## config.mk

```make
export PLATFORM = sky130hd
export DESIGN_NAME = opcode_alu
export DESIGN_NICKNAME = d
export VERILOG_FILES = /design/src/rtl/alu_pkg.sv /design/src/rtl/alu_arith.sv /design/src/rtl/alu_shift_logic.sv /design/src/rtl/alu_rand.sv /design/src/rtl/opcode_alu.sv
export SDC_FILE = /design/constraint.sdc
export NUM_CORES = 1
export LEC_CHECK = 0
export BUFFER_PORTS_ARGS = -buffer_cell sky130_fd_sc_hd__buf_2
export CAP_MARGIN = 10
export CORE_ASPECT_RATIO = 2
export CORE_MARGIN = 2
export CORE_UTILIZATION = 43
export DETAILED_ROUTE_END_ITERATION = 10
export GPL_ROUTABILITY_DRIVEN = 0
export MAX_ROUTING_LAYER = met4
export PLACE_DENSITY = 0.6
export SYNTH_ARGS = -nofsm -noshare
export SYNTH_HDL_FRONTEND = slang
export SYNTH_HIERARCHICAL = 1
export SYNTH_SLANG_ARGS = --single-unit
export TNS_END_PERCENT = 50
```

## constraint.sdc

```tcl
create_clock -name clk_i -period 7.4 [get_ports clk_i]
set_clock_uncertainty 0.1 [all_clocks]
set_input_delay 1.48 -clock clk_i [delete_from_list [all_inputs] [get_ports clk_i]]
set_output_delay 1.48 -clock clk_i [all_outputs]
set_load 0.05 [all_outputs]
```

## src/rtl/alu_pkg.sv

```systemverilog
package alu_pkg;
  localparam int OP_W   = 5;
  localparam int FLAG_W = 4;
  localparam int FC     = 0;
  localparam int FGT    = 1;
  localparam int FEQ    = 2;
  localparam int FZ     = 3;
  localparam int RND_W  = 32;
  localparam logic [RND_W-1:0] RND_TAPS = 32'h80200003;
  localparam logic [RND_W-1:0] RND_SEED = 32'h00000001;

  typedef enum logic [OP_W-1:0] {
    OP_CLR  = 5'd0,  OP_SET  = 5'd1,  OP_ADD  = 5'd2,  OP_ADDC = 5'd3,
    OP_INC  = 5'd4,  OP_SUB  = 5'd5,  OP_SUBC = 5'd6,  OP_RSUB = 5'd7,
    OP_RSBC = 5'd8,  OP_DEC  = 5'd9,  OP_MUL  = 5'd10, OP_RND  = 5'd11,
    OP_SHL  = 5'd16, OP_SHLC = 5'd17, OP_SHR  = 5'd18, OP_SHRC = 5'd19,
    OP_NOT  = 5'd20, OP_AND  = 5'd21, OP_NAND = 5'd22, OP_OR   = 5'd23,
    OP_NOR  = 5'd24, OP_XOR  = 5'd25, OP_XNOR = 5'd26, OP_BCLR = 5'd27,
    OP_CCLR = 5'd31
  } alu_op_e;

  function automatic logic is_binary(input logic [OP_W-1:0] op);
    return !(op inside {5'd0, 5'd1, 5'd4, 5'd9, 5'd13, [5'd16:5'd20]});
  endfunction

  function automatic logic clears_carry(input logic [OP_W-1:0] op);
    return op inside {5'd0, 5'd1, 5'd11, [5'd20:5'd27], 5'd31};
  endfunction

  function automatic logic is_reserved(input logic [OP_W-1:0] op);
    return op inside {[5'd12:5'd15], [5'd28:5'd30]};
  endfunction
endpackage

```

## src/rtl/alu_arith.sv

```systemverilog
module alu_arith
  import alu_pkg::*;
#(
  parameter int WIDTH = 8
) (
  input  logic [OP_W-1:0]  op_i,
  input  logic [WIDTH-1:0] a_i,
  input  logic [WIDTH-1:0] b_i,
  input  logic             carry_i,
  output logic [WIDTH-1:0] res_o,
  output logic             carry_o
);
  localparam int PW = 2 * WIDTH;

  logic [WIDTH-1:0] x, y;
  logic [WIDTH:0]   cin_ext, sum;
  logic             do_sub;
  logic [PW-1:0]    prod;

  always_comb begin
    x       = a_i;
    y       = b_i;
    cin_ext = '0;
    do_sub  = 1'b0;
    case (op_i)
      OP_ADDC: cin_ext[0] = carry_i;
      OP_INC:  y = WIDTH'(1);
      OP_SUB:  do_sub = 1'b1;
      OP_SUBC: begin do_sub = 1'b1; cin_ext[0] = carry_i; end
      OP_RSUB: begin do_sub = 1'b1; x = b_i; y = a_i; end
      OP_RSBC: begin do_sub = 1'b1; x = b_i; y = a_i; cin_ext[0] = carry_i; end
      OP_DEC:  begin do_sub = 1'b1; y = WIDTH'(1); end
      default: ;
    endcase
  end

  // bit WIDTH is carry-out for add, sign (borrow) for subtract
  assign sum  = do_sub ? ({1'b0, x} - {1'b0, y} - cin_ext)
                       : ({1'b0, x} + {1'b0, y} + cin_ext);
  assign prod = PW'(a_i) * PW'(b_i);

  always_comb begin
    if (op_i == OP_MUL) begin
      res_o   = prod[WIDTH-1:0];
      carry_o = |prod[PW-1:WIDTH];
    end else begin
      res_o   = sum[WIDTH-1:0];
      carry_o = sum[WIDTH];
    end
  end
endmodule

```

## src/rtl/alu_shift_logic.sv

```systemverilog
module alu_shift_logic
  import alu_pkg::*;
#(
  parameter int WIDTH = 8
) (
  input  logic [OP_W-1:0]  op_i,
  input  logic [WIDTH-1:0] a_i,
  input  logic [WIDTH-1:0] b_i,
  input  logic             carry_i,
  output logic [WIDTH-1:0] res_o,
  output logic             carry_o
);
  localparam int MSB = WIDTH - 1;

  always_comb begin
    res_o   = a_i;
    carry_o = 1'b0;
    case (op_i)
      OP_CLR:  res_o = '0;
      OP_SET:  res_o = '1;
      OP_SHL:  begin res_o = {a_i[MSB-1:0], 1'b0};    carry_o = a_i[MSB]; end
      OP_SHLC: begin res_o = {a_i[MSB-1:0], carry_i}; carry_o = a_i[MSB]; end
      OP_SHR:  begin res_o = {1'b0, a_i[MSB:1]};      carry_o = a_i[0];   end
      OP_SHRC: begin res_o = {carry_i, a_i[MSB:1]};   carry_o = a_i[0];   end
      OP_NOT:  res_o = ~a_i;
      OP_AND:  res_o = a_i & b_i;
      OP_NAND: res_o = ~(a_i & b_i);
      OP_OR:   res_o = a_i | b_i;
      OP_NOR:  res_o = ~(a_i | b_i);
      OP_XOR:  res_o = a_i ^ b_i;
      OP_XNOR: res_o = ~(a_i ^ b_i);
      OP_BCLR: res_o = a_i & ~b_i;
      default: ;
    endcase
  end
endmodule

```

## src/rtl/alu_rand.sv

```systemverilog
module alu_rand
  import alu_pkg::*;
#(
  parameter int WIDTH = 8
) (
  input  logic             clk_i,
  input  logic             rst_ni,
  input  logic             advance_i,
  output logic [WIDTH-1:0] rnd_o
);
  logic [RND_W-1:0] state_q, state_n;

  assign state_n = (state_q >> 1) ^ (state_q[0] ? RND_TAPS : '0);

  always_ff @(posedge clk_i or negedge rst_ni) begin
    if (!rst_ni)        state_q <= RND_SEED;
    else if (advance_i) state_q <= state_n;
  end

  // fold the whole next state onto the result width
  always_comb begin
    rnd_o = '0;
    for (int j = 0; j < RND_W; j++) rnd_o[j % WIDTH] = rnd_o[j % WIDTH] ^ state_n[j];
  end
endmodule

```

## src/rtl/opcode_alu.sv

```systemverilog
module opcode_alu
  import alu_pkg::*;
#(
  parameter int WIDTH = 8
) (
  input  logic              clk_i,
  input  logic              rst_ni,
  input  logic              valid_i,
  input  logic [OP_W-1:0]   op_i,
  input  logic [WIDTH-1:0]  a_i,
  input  logic [WIDTH-1:0]  b_i,
  output logic [WIDTH-1:0]  result_o,
  output logic [FLAG_W-1:0] flags_o
);
  logic [WIDTH-1:0]  res_q, res_n, ar_res, sl_res, rnd_res;
  logic [FLAG_W-1:0] flg_q, flg_n;
  logic              ar_c, sl_c, c_n;

  alu_arith #(.WIDTH(WIDTH)) u_arith (
    .op_i(op_i), .a_i(a_i), .b_i(b_i), .carry_i(flg_q[FC]),
    .res_o(ar_res), .carry_o(ar_c)
  );

  alu_shift_logic #(.WIDTH(WIDTH)) u_sl (
    .op_i(op_i), .a_i(a_i), .b_i(b_i), .carry_i(flg_q[FC]),
    .res_o(sl_res), .carry_o(sl_c)
  );

  alu_rand #(.WIDTH(WIDTH)) u_rand (
    .clk_i(clk_i), .rst_ni(rst_ni),
    .advance_i(valid_i && op_i == OP_RND),
    .rnd_o(rnd_res)
  );

  always_comb begin
    res_n = res_q;
    c_n   = flg_q[FC];
    case (op_i) inside
      [5'd2:5'd10]:               begin res_n = ar_res; c_n = ar_c; end
      5'd0, 5'd1, [5'd16:5'd27]:  begin res_n = sl_res; c_n = sl_c; end
      5'd11:                      begin res_n = rnd_res; c_n = 1'b0; end
      5'd31:                      c_n = 1'b0;
      default: ;
    endcase
    flg_n[FC]  = c_n;
    flg_n[FGT] = is_binary(op_i) && (a_i > b_i);
    flg_n[FEQ] = is_binary(op_i) && (a_i == b_i);
    flg_n[FZ]  = (res_n == '0);
  end

  always_ff @(posedge clk_i or negedge rst_ni) begin
    if (!rst_ni) begin
      res_q <= '0;
      flg_q <= 4'b1000;
    end else if (valid_i) begin
      res_q <= res_n;
      flg_q <= flg_n;
    end
  end

  assign result_o = res_q;
  assign flags_o  = flg_q;
endmodule

```

# == Word-level counts from Yosys, hierarchy flattened ==
# Index checks and enable logic that the tools add are counted.
# word_totals
reg_bits,44
input_bits,24
wordCells,111
# op_classes
addsub,4
multipliers,1
order_cmp,6
n_eq_ne,25
mux,17
bitwise,34
reduce_logical,20
# ops
op,count
$pmux 8 s14,1
$eq 5x5->1 const B,13
$mux 8,5
$not 8->8,5
$mux 32,1
$xor 31x32->32,1
$eq 5x4->1 const B,5
$xor 1x1->1,24
$eq 5x3->1 const B,4
$and 8x8->8,2
$mul 8x8->16,1
$pmux 8 s2,1
$le 5x5->1 const B,2
$add 8x8->9,1
$add 9x1->9,1
$mux 9,1
$sub 8x8->9,1
$sub 9x1->9,1
$eq 8x8->1,1
$gt 8x8->1,1
$logic_not 8->1,1
$or 8x8->8,1
$reduce_or 2->1,4
$reduce_or 8->1,1
16 further kinds,28

# == Longest topological paths before layout ==
# Gate-level depths: netlist (run 1).
# logic_depth
ltp_word,9
ltp_mapped,20

# == Hierarchy ==
# The synthesis (run 1) kept the hierarchy.
# modules_own_cells
module,n_inst,cells_per_inst,area_per_inst_um2,seq_area_each_um2
alu_arith,1,431,3383.2,0.0
alu_shift_logic,1,202,1463.9,0.0
alu_rand,1,96,1441.4,802.0
opcode_alu,1,141,1144.8,301.5

# == Worst setup path before layout (run 1) ==
# No wires, ideal clock.
# synth_timing
kind,input to register
start,input port b_i[7]
end,"register flg_q[0], in the netlist flags_o[0]"
setup_time_ns,0.132
arrival_ns,5.803
required_ns,7.168
slack_ns,1.365
cell_stages,19
cell_sequence,clkbuf_1 nand2_1 fa_1 fa_1 inv_1 fa_1 inv_1 fa_1 inv_1 ha_1 o21a_1 o31a_1 o21ai_0 nand3_1 a2111oi_0 nor4b_1 a21oi_1 a22oi_1 o21ai_1
# synth_between
elab_chain_cells,6
# synth_rtl
element,line,text
from (decl),opcode_alu.sv:11,"input logic [WIDTH-1:0] b_i,"
$pmux 8 s2 or $mux 8 (tied branches),alu_arith.sv:25,case (op_i)
$add 8x8->9 or $sub 8x8->9 (tied branches),"alu_arith.sv:39, alu_arith.sv:38",
$add 9x1->9 or $sub 9x1->9 (tied branches),"alu_arith.sv:39, alu_arith.sv:38",
$mux 9,alu_arith.sv:38,"assign sum = do_sub ? ({1'b0, x} - {1'b0, y} - cin_ext)"
$mux 1 (*),alu_arith.sv:43,if (op_i == OP_MUL) begin
net ar_c,opcode_alu.sv:17,"logic ar_c, sl_c, c_n;"
$mux 1 (*),opcode_alu.sv:38,case (op_i) inside
to (signal assigned),opcode_alu.sv:57,flg_q <= flg_n;
to (decl),opcode_alu.sv:16,"logic [FLAG_W-1:0] flg_q, flg_n;"
# The timed path passes the listed nets; every way through them passes the cells marked *.
# A chain may end at the register's enable or synchronous reset.

# == Worst setup path after layout (run 1) ==
# layout_timing
start,input port a_i[0]
end,"register flg_q[0], in the netlist flags_o[0]"
# layout_between
elab_chain_cells,6
# layout_rtl
element,line,text
from (decl),opcode_alu.sv:10,"input logic [WIDTH-1:0] a_i,"
$pmux 8 s2 or $mux 8 (tied branches),alu_arith.sv:25,
$add 8x8->9 or $sub 8x8->9 (tied branches),"alu_arith.sv:39, alu_arith.sv:38",
$add 9x1->9 or $sub 9x1->9 (tied branches),"alu_arith.sv:39, alu_arith.sv:38",
$mux 9,alu_arith.sv:38,
$mux 1 (*),alu_arith.sv:43,
net ar_c,opcode_alu.sv:17,
$mux 1 (*),opcode_alu.sv:38,
# Marked as above.

==> results of run 1 <==
[synthesized netlist by cell type, types with 4 or more instances]
cell type / count
o21ai_0: 32
nor3_1: 14
xnor2_1: 24
inv_1: 108
nand2b_1: 8
dfrtp_1: 42
nand3_1: 13
nand4_1: 6
a311o_1: 4
ha_1: 87
fa_1: 40
nor2_1: 51
a21oi_1: 43
xor2_1: 14
buf_6: 5
nand3b_1: 7
a31oi_1: 10
o21ai_1: 8
buf_2: 13
mux2i_1: 17
a22o_1: 9
nor2b_1: 16
clkbuf_1: 31
a32oi_1: 5
and2_1: 36
nand2_1: 54
o32a_1: 7
a21o_1: 7
o22ai_1: 6
a211oi_1: 11
a311oi_1: 4
or3_1: 4
mux2_2: 35
o21a_1: 10
buf_4: 4
o211ai_1: 4
[worst max-delay path, stage by stage]
cell	delay (ns)
buf_2	0.28
nand2_1	0.14
fa_1	0.53
fa_1	0.56
inv_1	0.06
fa_1	0.54
inv_1	0.06
fa_1	0.53
inv_1	0.04
ha_1	0.32
o21a_1	0.13
o31a_1	0.15
o21ai_0	0.30
nand3_1	0.11
a2111oi_0	0.38
nor4b_1	0.28
buf_4	0.18
a21oi_1	0.04
a22oi_1	0.17
o21ai_1	0.08
[power by group]
part	leakage [uW]	internal [uW]	switching, uW
clock network	0.0000804	161	101
logic	0.00305	325	496
registers	0.000581	258	19.5
[final cells by class]
cell class	count	area [sq um]	area share, %
clock inverters	3	46.3	0.590
clock buffers	5	125	1.59
well taps	210	263	3.35
multi-input cells	664	5660	72.0
flip-flops and latches	44	1100	14.1
repair buffers	45	250	3.19
inverters	109	409	5.21
[sequential cells by signal (all words and copies together), names as in the netlist]
| register | flops |
|---|---|
| result_o | 8 |
| flags_o | 4 |
| u_rand/state_q | 32 |
[routing by layer]
layer / part of all wire, % / routed length, um / GRT usage, % / up-vias
met1: 44 / 8660 / 30.0 / 3091
li1: - / - / - / 3022
met5: 0 / 0 / - / -
met4: 3.8 / 745 / 7.64 / 0
met2: 48 / 9590 / 35.6 / 216
met3: 4.3 / 846 / 1.43 / 39
[logic make-up (layout without fill, tap and decap cells)]
logic type                 Yosys count  in the layout
AOI/OAI and AO/OA                  204            204
xor gates and xnor gates            41             41
adders and majority gates          127            127
buffers and inverters              162            162
DFF                                 44             44
muxes                               53             53
and+or+nand+nor                    239            239
[worst max path at each step]
stage                     slack, ns  cells past startpoint    endpoint    from
final                          1.09                     20  flags_o[0]  a_i[0]
after floorplan                1.37                     19  flags_o[0]  b_i[7]
after global routing           0.73                     20  flags_o[0]  a_i[0]
after detailed placement       0.79                     20  flags_o[0]  a_i[0]
after CTS                      1.10                     20  flags_o[0]  a_i[0]
after global placement         0.92                     21  flags_o[0]  a_i[3]
[through the flow]
step           cell area (sq um)  hold WS (ns)  util (%)
2_1_floorplan               7430         0.400         -
3_3_place_gp                7680         0.381      44.9
3_5_place_dp                7680         0.377      44.9
4_1_cts                     7850         0.392      45.9
5_1_grt                     7850         0.395      45.9
6_report                    7850         0.386      45.9
[layout by cell type (no fill, tap or decap), types with 5 or more instances in the layout]
cell type  synthesis  routed
and2_1            36      36
o21ai_1            8       8
inv_1            108     108
mux2_2            35      35
buf_2             13      35
clkbuf_16          0       5
nand3_1           13      13
nor3_1            14      14
nor2_1            51      50
xnor2_1           24      24
nand3b_1           7       7
dfrtp_1           42      42
nand4_1            6       6
nand2_1           54      54
a22o_1             9       9
nor2b_1           16      16
o32a_1             7       7
o22ai_1            6       6
o21a_1            10      10
a31oi_1           10      10
nand2b_1           8       8
o21ai_0           32      32
a21o_1             7       7
mux2i_1           17      17
buf_4              4      10
ha_1              87      87
a32oi_1            5       5
a21oi_1           43      43
xor2_1            14      14
fa_1              40      40
a211oi_1          11      11
==> metrics.md, run 1 <==
| Metric | Value |
|---|---|
| Unrepaired setup endpoints after global routing | no |
| Via density | 5.90 |
| Clock Sinks | 44 |
| Post-synth EDFFs | 0 |
| FF+latch count, synth | 44 |
| Iter 0 DRT Violations | 377 |
| Net count, final | 1020 |
| Post-DP HPWL | 15100 um |
| Pre-Repair DR Iteration Count | 5 |
| Die Span X | 97.0 um |
| Status | completed |
| Mux cell area share after synthesis | 7.79% |
| WHS Endpoint | flags_o[3] |
| Cell taking the most area after synthesis | ha_1 |
| Port Buffer Count | 35 |
| Fmax | 0.158 GHz |
| Synth warn | 6 |
| Net Count, Synth | 1021 |
| FF-to-FF End | flags_o[3] |
| Xor-xnor portion of the synthesized cell area | 5.39% |
| Gr usage total | 22.2% |
| Fin worst setup slack | 1.09 ns |
| CTS Root Cell | clkbuf_16 |
| Overall power | 1360 uW |
| Setup_tns | 0 ns |
| Crit-path max FO | 17 |
| Hold-critical path depth | 1 |
| Synth Area in Simple Gates | 17.6% |
| Hold Crit Class | flip-flop to flip-flop |
| Buffer count from post-CTS setup fixing | 0 |
| Share of Yosys cell area claimed by the top area cell type | 14.6% |
| Unique masters post-synth | 84 |
| Layout area overhead | 5.64% |
| CTS Buffer Depth | 2 |
| Mapped cell area | 7430 sq um |
| Die area | 18400 sq um |
| Top FF cell, synth | dfrtp_1 |
| Compound-cell area share of the yosys netlist | 19.8% |
| R2R Setup Slk | 3.31 ns |
| Post-synthesis adder-cell area fraction | 25.4% |
| Final wirelength | 19800 um |
| Worst skew pair latency | 0.29 ns |
| Largest net degree at the start of global routing | 50 |
| I/O pins | 36 |
| Setup CP Type | primary input to flip-flop |
| Pleak | 0.00371 uW |
| Global-route wire length before repair | 32600 um |
| CP arrival | 6.38 ns |
| Worst slew margin | 33.7% |
| Tmin final | 6.31 ns |
| Ys async rst share | 100% |
| Worst vdd ir | 0.0949 mV |
| Final Slew Violations | 0 |
| DIE HEIGHT | 190 um |
| # placed instances | 1072 |
| Remaining global-route overflow | 0 |
| Reg2reg path depth | 13 |
| Largest family of logic cells by synthesized area | adder cells |
| Core area | 17100 sq um |
| Row Count | 68 |
| Final ANT Viol Nets | 0 |
| Gate Count Post-Synth | 870 |
| Max-Cap Viols | 0 |
| Number of diodes | 0 |
| Hold Crit Start | flags_o[3] |
| H-tree depth | 2 |
| Non-Filler Instances | 1080 |
| Worst slack, placed | 0.791 ns |
| Period utilisation layout | 85.3% |
| PostCTS Resize Cnt | 0 |
| Seq/Total Area, Yosys | 14.8% |
| CP endpoint kind | flip-flop |
| WP data required | 7.47 ns |
| Vias | 6368 |
| Hold Buf Count CTS | 0 |
| Synth area leaders | ha_1, dfrtp_1, fa_1, inv_1, mux2_2 |
| Worst reg2reg path startpoint | flags_o[0] |
| Final-report hold violation count | 0 |
| Routed len/inst | 18.4 um |
| FILL cells | 1682 |
| TritonCTS buffer count | 5 |
| Power density over the cells | 173 nW/um^2 |
| Clock-pin slew on the worst setup and hold paths | 0.07 ns |
| DRC errors left | 0 |
| Initial Util | 43.5% |
| Startpoint types | primary input |
| Slew at the pin closest to its max-slew limit | 0.994 ns |
| Initial antenna violation count | 1 |
| CTS tree | done |
| Share of cells above drive strength 1 | 12.9% |
| Synth Area per Inst | 8.54 sq um |
| Number of global-route vias before repair | 6133 |
| Finish-stage setup viols | 0 |
Note: power is estimated with default switching activity, not from simulation.
==> run 2: changes to the inputs <==
Settings changed: MAX_ROUTING_LAYER met4 to default.
==> metrics.md, run 2 (synthesis results as in run 1) <==
| Metric | Value |
|---|---|
| Final-report hold violation count | 0 (unchanged) |
| Initial antenna violation count | 1 (unchanged) |
| TritonCTS buffer count | 5 (unchanged) |
| Status | completed |
| Startpoint types | primary input |
| Finish-stage setup viols | 0 (unchanged) |
| CTS Root Cell | clkbuf_16 |
| Remaining global-route overflow | 0 (unchanged) |
| Crit-path max FO | 17 (unchanged) |
| Non-Filler Instances | 1080 (unchanged) |
| Final Slew Violations | 0 (unchanged) |
| Cell repeated most along the worst path | fa_1 |
| Fmax | 0.159 GHz (about the same) |
| Die area | 18400 sq um (unchanged) |
| CP endpoint kind | flip-flop |
| Clock Sinks | 44 (unchanged) |
| DP Area | 7680 sq um (unchanged) |
| PostCTS Resize Cnt | 0 (unchanged) |
| Routed len/inst | 18.4 um (about the same) |
| Worst vdd ir | 0.0949 mV (about the same) |
| Power density over the cells | 173 nW/um^2 (about the same) |
| Slew at the pin closest to its max-slew limit | 0.977 ns (-0.0170 ns) |
| Commonest cells after routing, fill and taps aside | inv_1, ha_1, nand2_1, nor2_1, a21oi_1 |
| Clock-pin slew on the worst setup and hold paths | 0.07 ns (about the same) |
| Gr usage total | 21.6% (-0.65 points) |
| Iter 0 DRT Violations | 394 (+4.5%) |
| # placed instances | 1072 (unchanged) |
| WP data required | 7.47 ns (about the same) |
| Hold Buf Count CTS | 0 (unchanged) |
| Crit path max-delay family | adder cells |
| Fin util | 45.9% (unchanged) |
| DRC errors left | 0 (unchanged) |
| Final wirelength | 19800 um (about the same) |
| I/O pins | 36 (unchanged) |
| FILL cells | 1682 (unchanged) |
| Pleak | 0.00371 uW (unchanged) |
| Crit-path max cell delay | 0.56 ns (about the same) |
| Layout area overhead | 5.64% (unchanged) |
| Row Count | 68 (unchanged) |
| Final ANT Viol Nets | 0 (unchanged) |
| Die Span X | 97.0 um (unchanged) |
| Max-Cap Viols | 0 (unchanged) |
| Core area | 17100 sq um (unchanged) |
| Vias | 6335 (-0.52%) |
| Setup_tns | 0 ns (unchanged) |
| Largest net degree at the start of global routing | 50 (unchanged) |
| Hold Crit Class | flip-flop to flip-flop |
| Number of buffers and inverters on the critical path | 5 (unchanged) |
| Fin worst setup slack | 1.09 ns (+0.00251 ns) |
| Via density | 5.87 (-0.52%) |
| Period utilisation layout | 85.2% (about the same) |
| DIE HEIGHT | 190 um (unchanged) |
| Setup CP Type | primary input to flip-flop |
| Unrepaired setup endpoints after global routing | no |
| Global-route wire length before repair | 32500 um (-0.11%) |
| Port Buffer Count | 35 (unchanged) |
| Worst-path cell chain | buf_2 -> nand2_1 -> fa_1 -> fa_1 -> inv_1 -> fa_1 -> inv_1 -> fa_1 -> inv_1 -> ha_1 -> o21a_1 -> o31a_1 -> o21ai_0 -> nand3_1 -> a2111oi_0 -> nor4b_1 -> buf_4 -> a21oi_1 -> a22oi_1 -> o21ai_1 |
| Share of cells above drive strength 1 | 12.9% (unchanged) |
| Tmin final | 6.31 ns (-0.00251 ns) |
| Number of global-route vias before repair | 6119 (-0.23%) |
| Post-DP HPWL | 15100 um (unchanged) |
| CP arrival | 6.38 ns (about the same) |
| H-tree depth | 2 (unchanged) |
| CTS Buffer Depth | 2 (unchanged) |
| Commonest non-fill, non-tap cell in the layout | inv_1 |
| CTS tree | done |
| Biggest register | u_rand/state_q |
| Initial Util | 43.5% (unchanged) |
| Worst skew pair latency | 0.29 ns (about the same) |
| Pre-Repair DR Iteration Count | 5 (unchanged) |
| Post-layout instance area | 7850 sq um (unchanged) |
| Worst slack, placed | 0.791 ns (unchanged) |
| Net count, final | 1020 (unchanged) |
| Worst path slowest cell | fa_1 |
| Max reg flops | 32 (unchanged) |
| Buffer count from post-CTS setup fixing | 0 (unchanged) |
| Worst slew margin | 34.9% (+1.1 points) |
| Number of diodes | 0 (unchanged) |
## run 2: cell type report
class / count / area (sq um) / area share [%]
clock buffer: 5 / 125 / 1.59
clock inverter: 3 / 46.3 / 0.590
inverter: 109 / 409 / 5.21
multi-input combinational: 664 / 5660 / 72.0
sequential: 44 / 1100 / 14.1
tap: 210 / 263 / 3.35
timing repair buffer: 45 / 250 / 3.19
## run 2: layer usage
layer / vias to the layer above / share of wire, % / global-route usage (%)
met5: - / 0 / 0
met1: 3048 / 43 / 29.8
li1: 3026 / - / -
met4: 0 / 4.1 / 7.91
met3: 41 / 4.8 / 1.47
met2: 220 / 48 / 35.6
## run 2: worst reg2reg max path, delay by kind of cell (launching register included)
family | cells | cell delay (ns)
xor gates and xnor gates | 1 | 0.13
adders and majority gates | 2 | 0.87
AOI/OAI and AO/OA | 6 | 1.63
and+or+nand+nor | 4 | 0.86
DFF | 1 | 0.44
## run 2: final timing paths
kind | startpoint | depth (start not counted) | slack, ns | to
max | a_i[0] | 20 | 1.09 | flags_o[0]
min | flags_o[3] | 1 | 0.39 | flags_o[3]
max reg2reg | flags_o[0] | 13 | 3.32 | flags_o[3]
min reg2reg | flags_o[3] | 1 | 0.39 | flags_o[3]
max in group asynchronous | rst_ni | 1 | 5.33 | u_rand/state_q[12]
min in group asynchronous | rst_ni | 1 | 1.24 | flags_o[0]
## run 2: through the flow
step	total power, uW	hold WS [ns]
after floorplan	903	0.400
after global placement	1090	0.381
after detailed placement	1100	0.377
after CTS	1370	0.392
after global routing	1480	0.395
final	1360	0.386
## run 2: report_power, final
group	total, uW	internal, uW	switching, uW
clock network	261	161	100
logic	822	325	497
registers	278	258	19.6
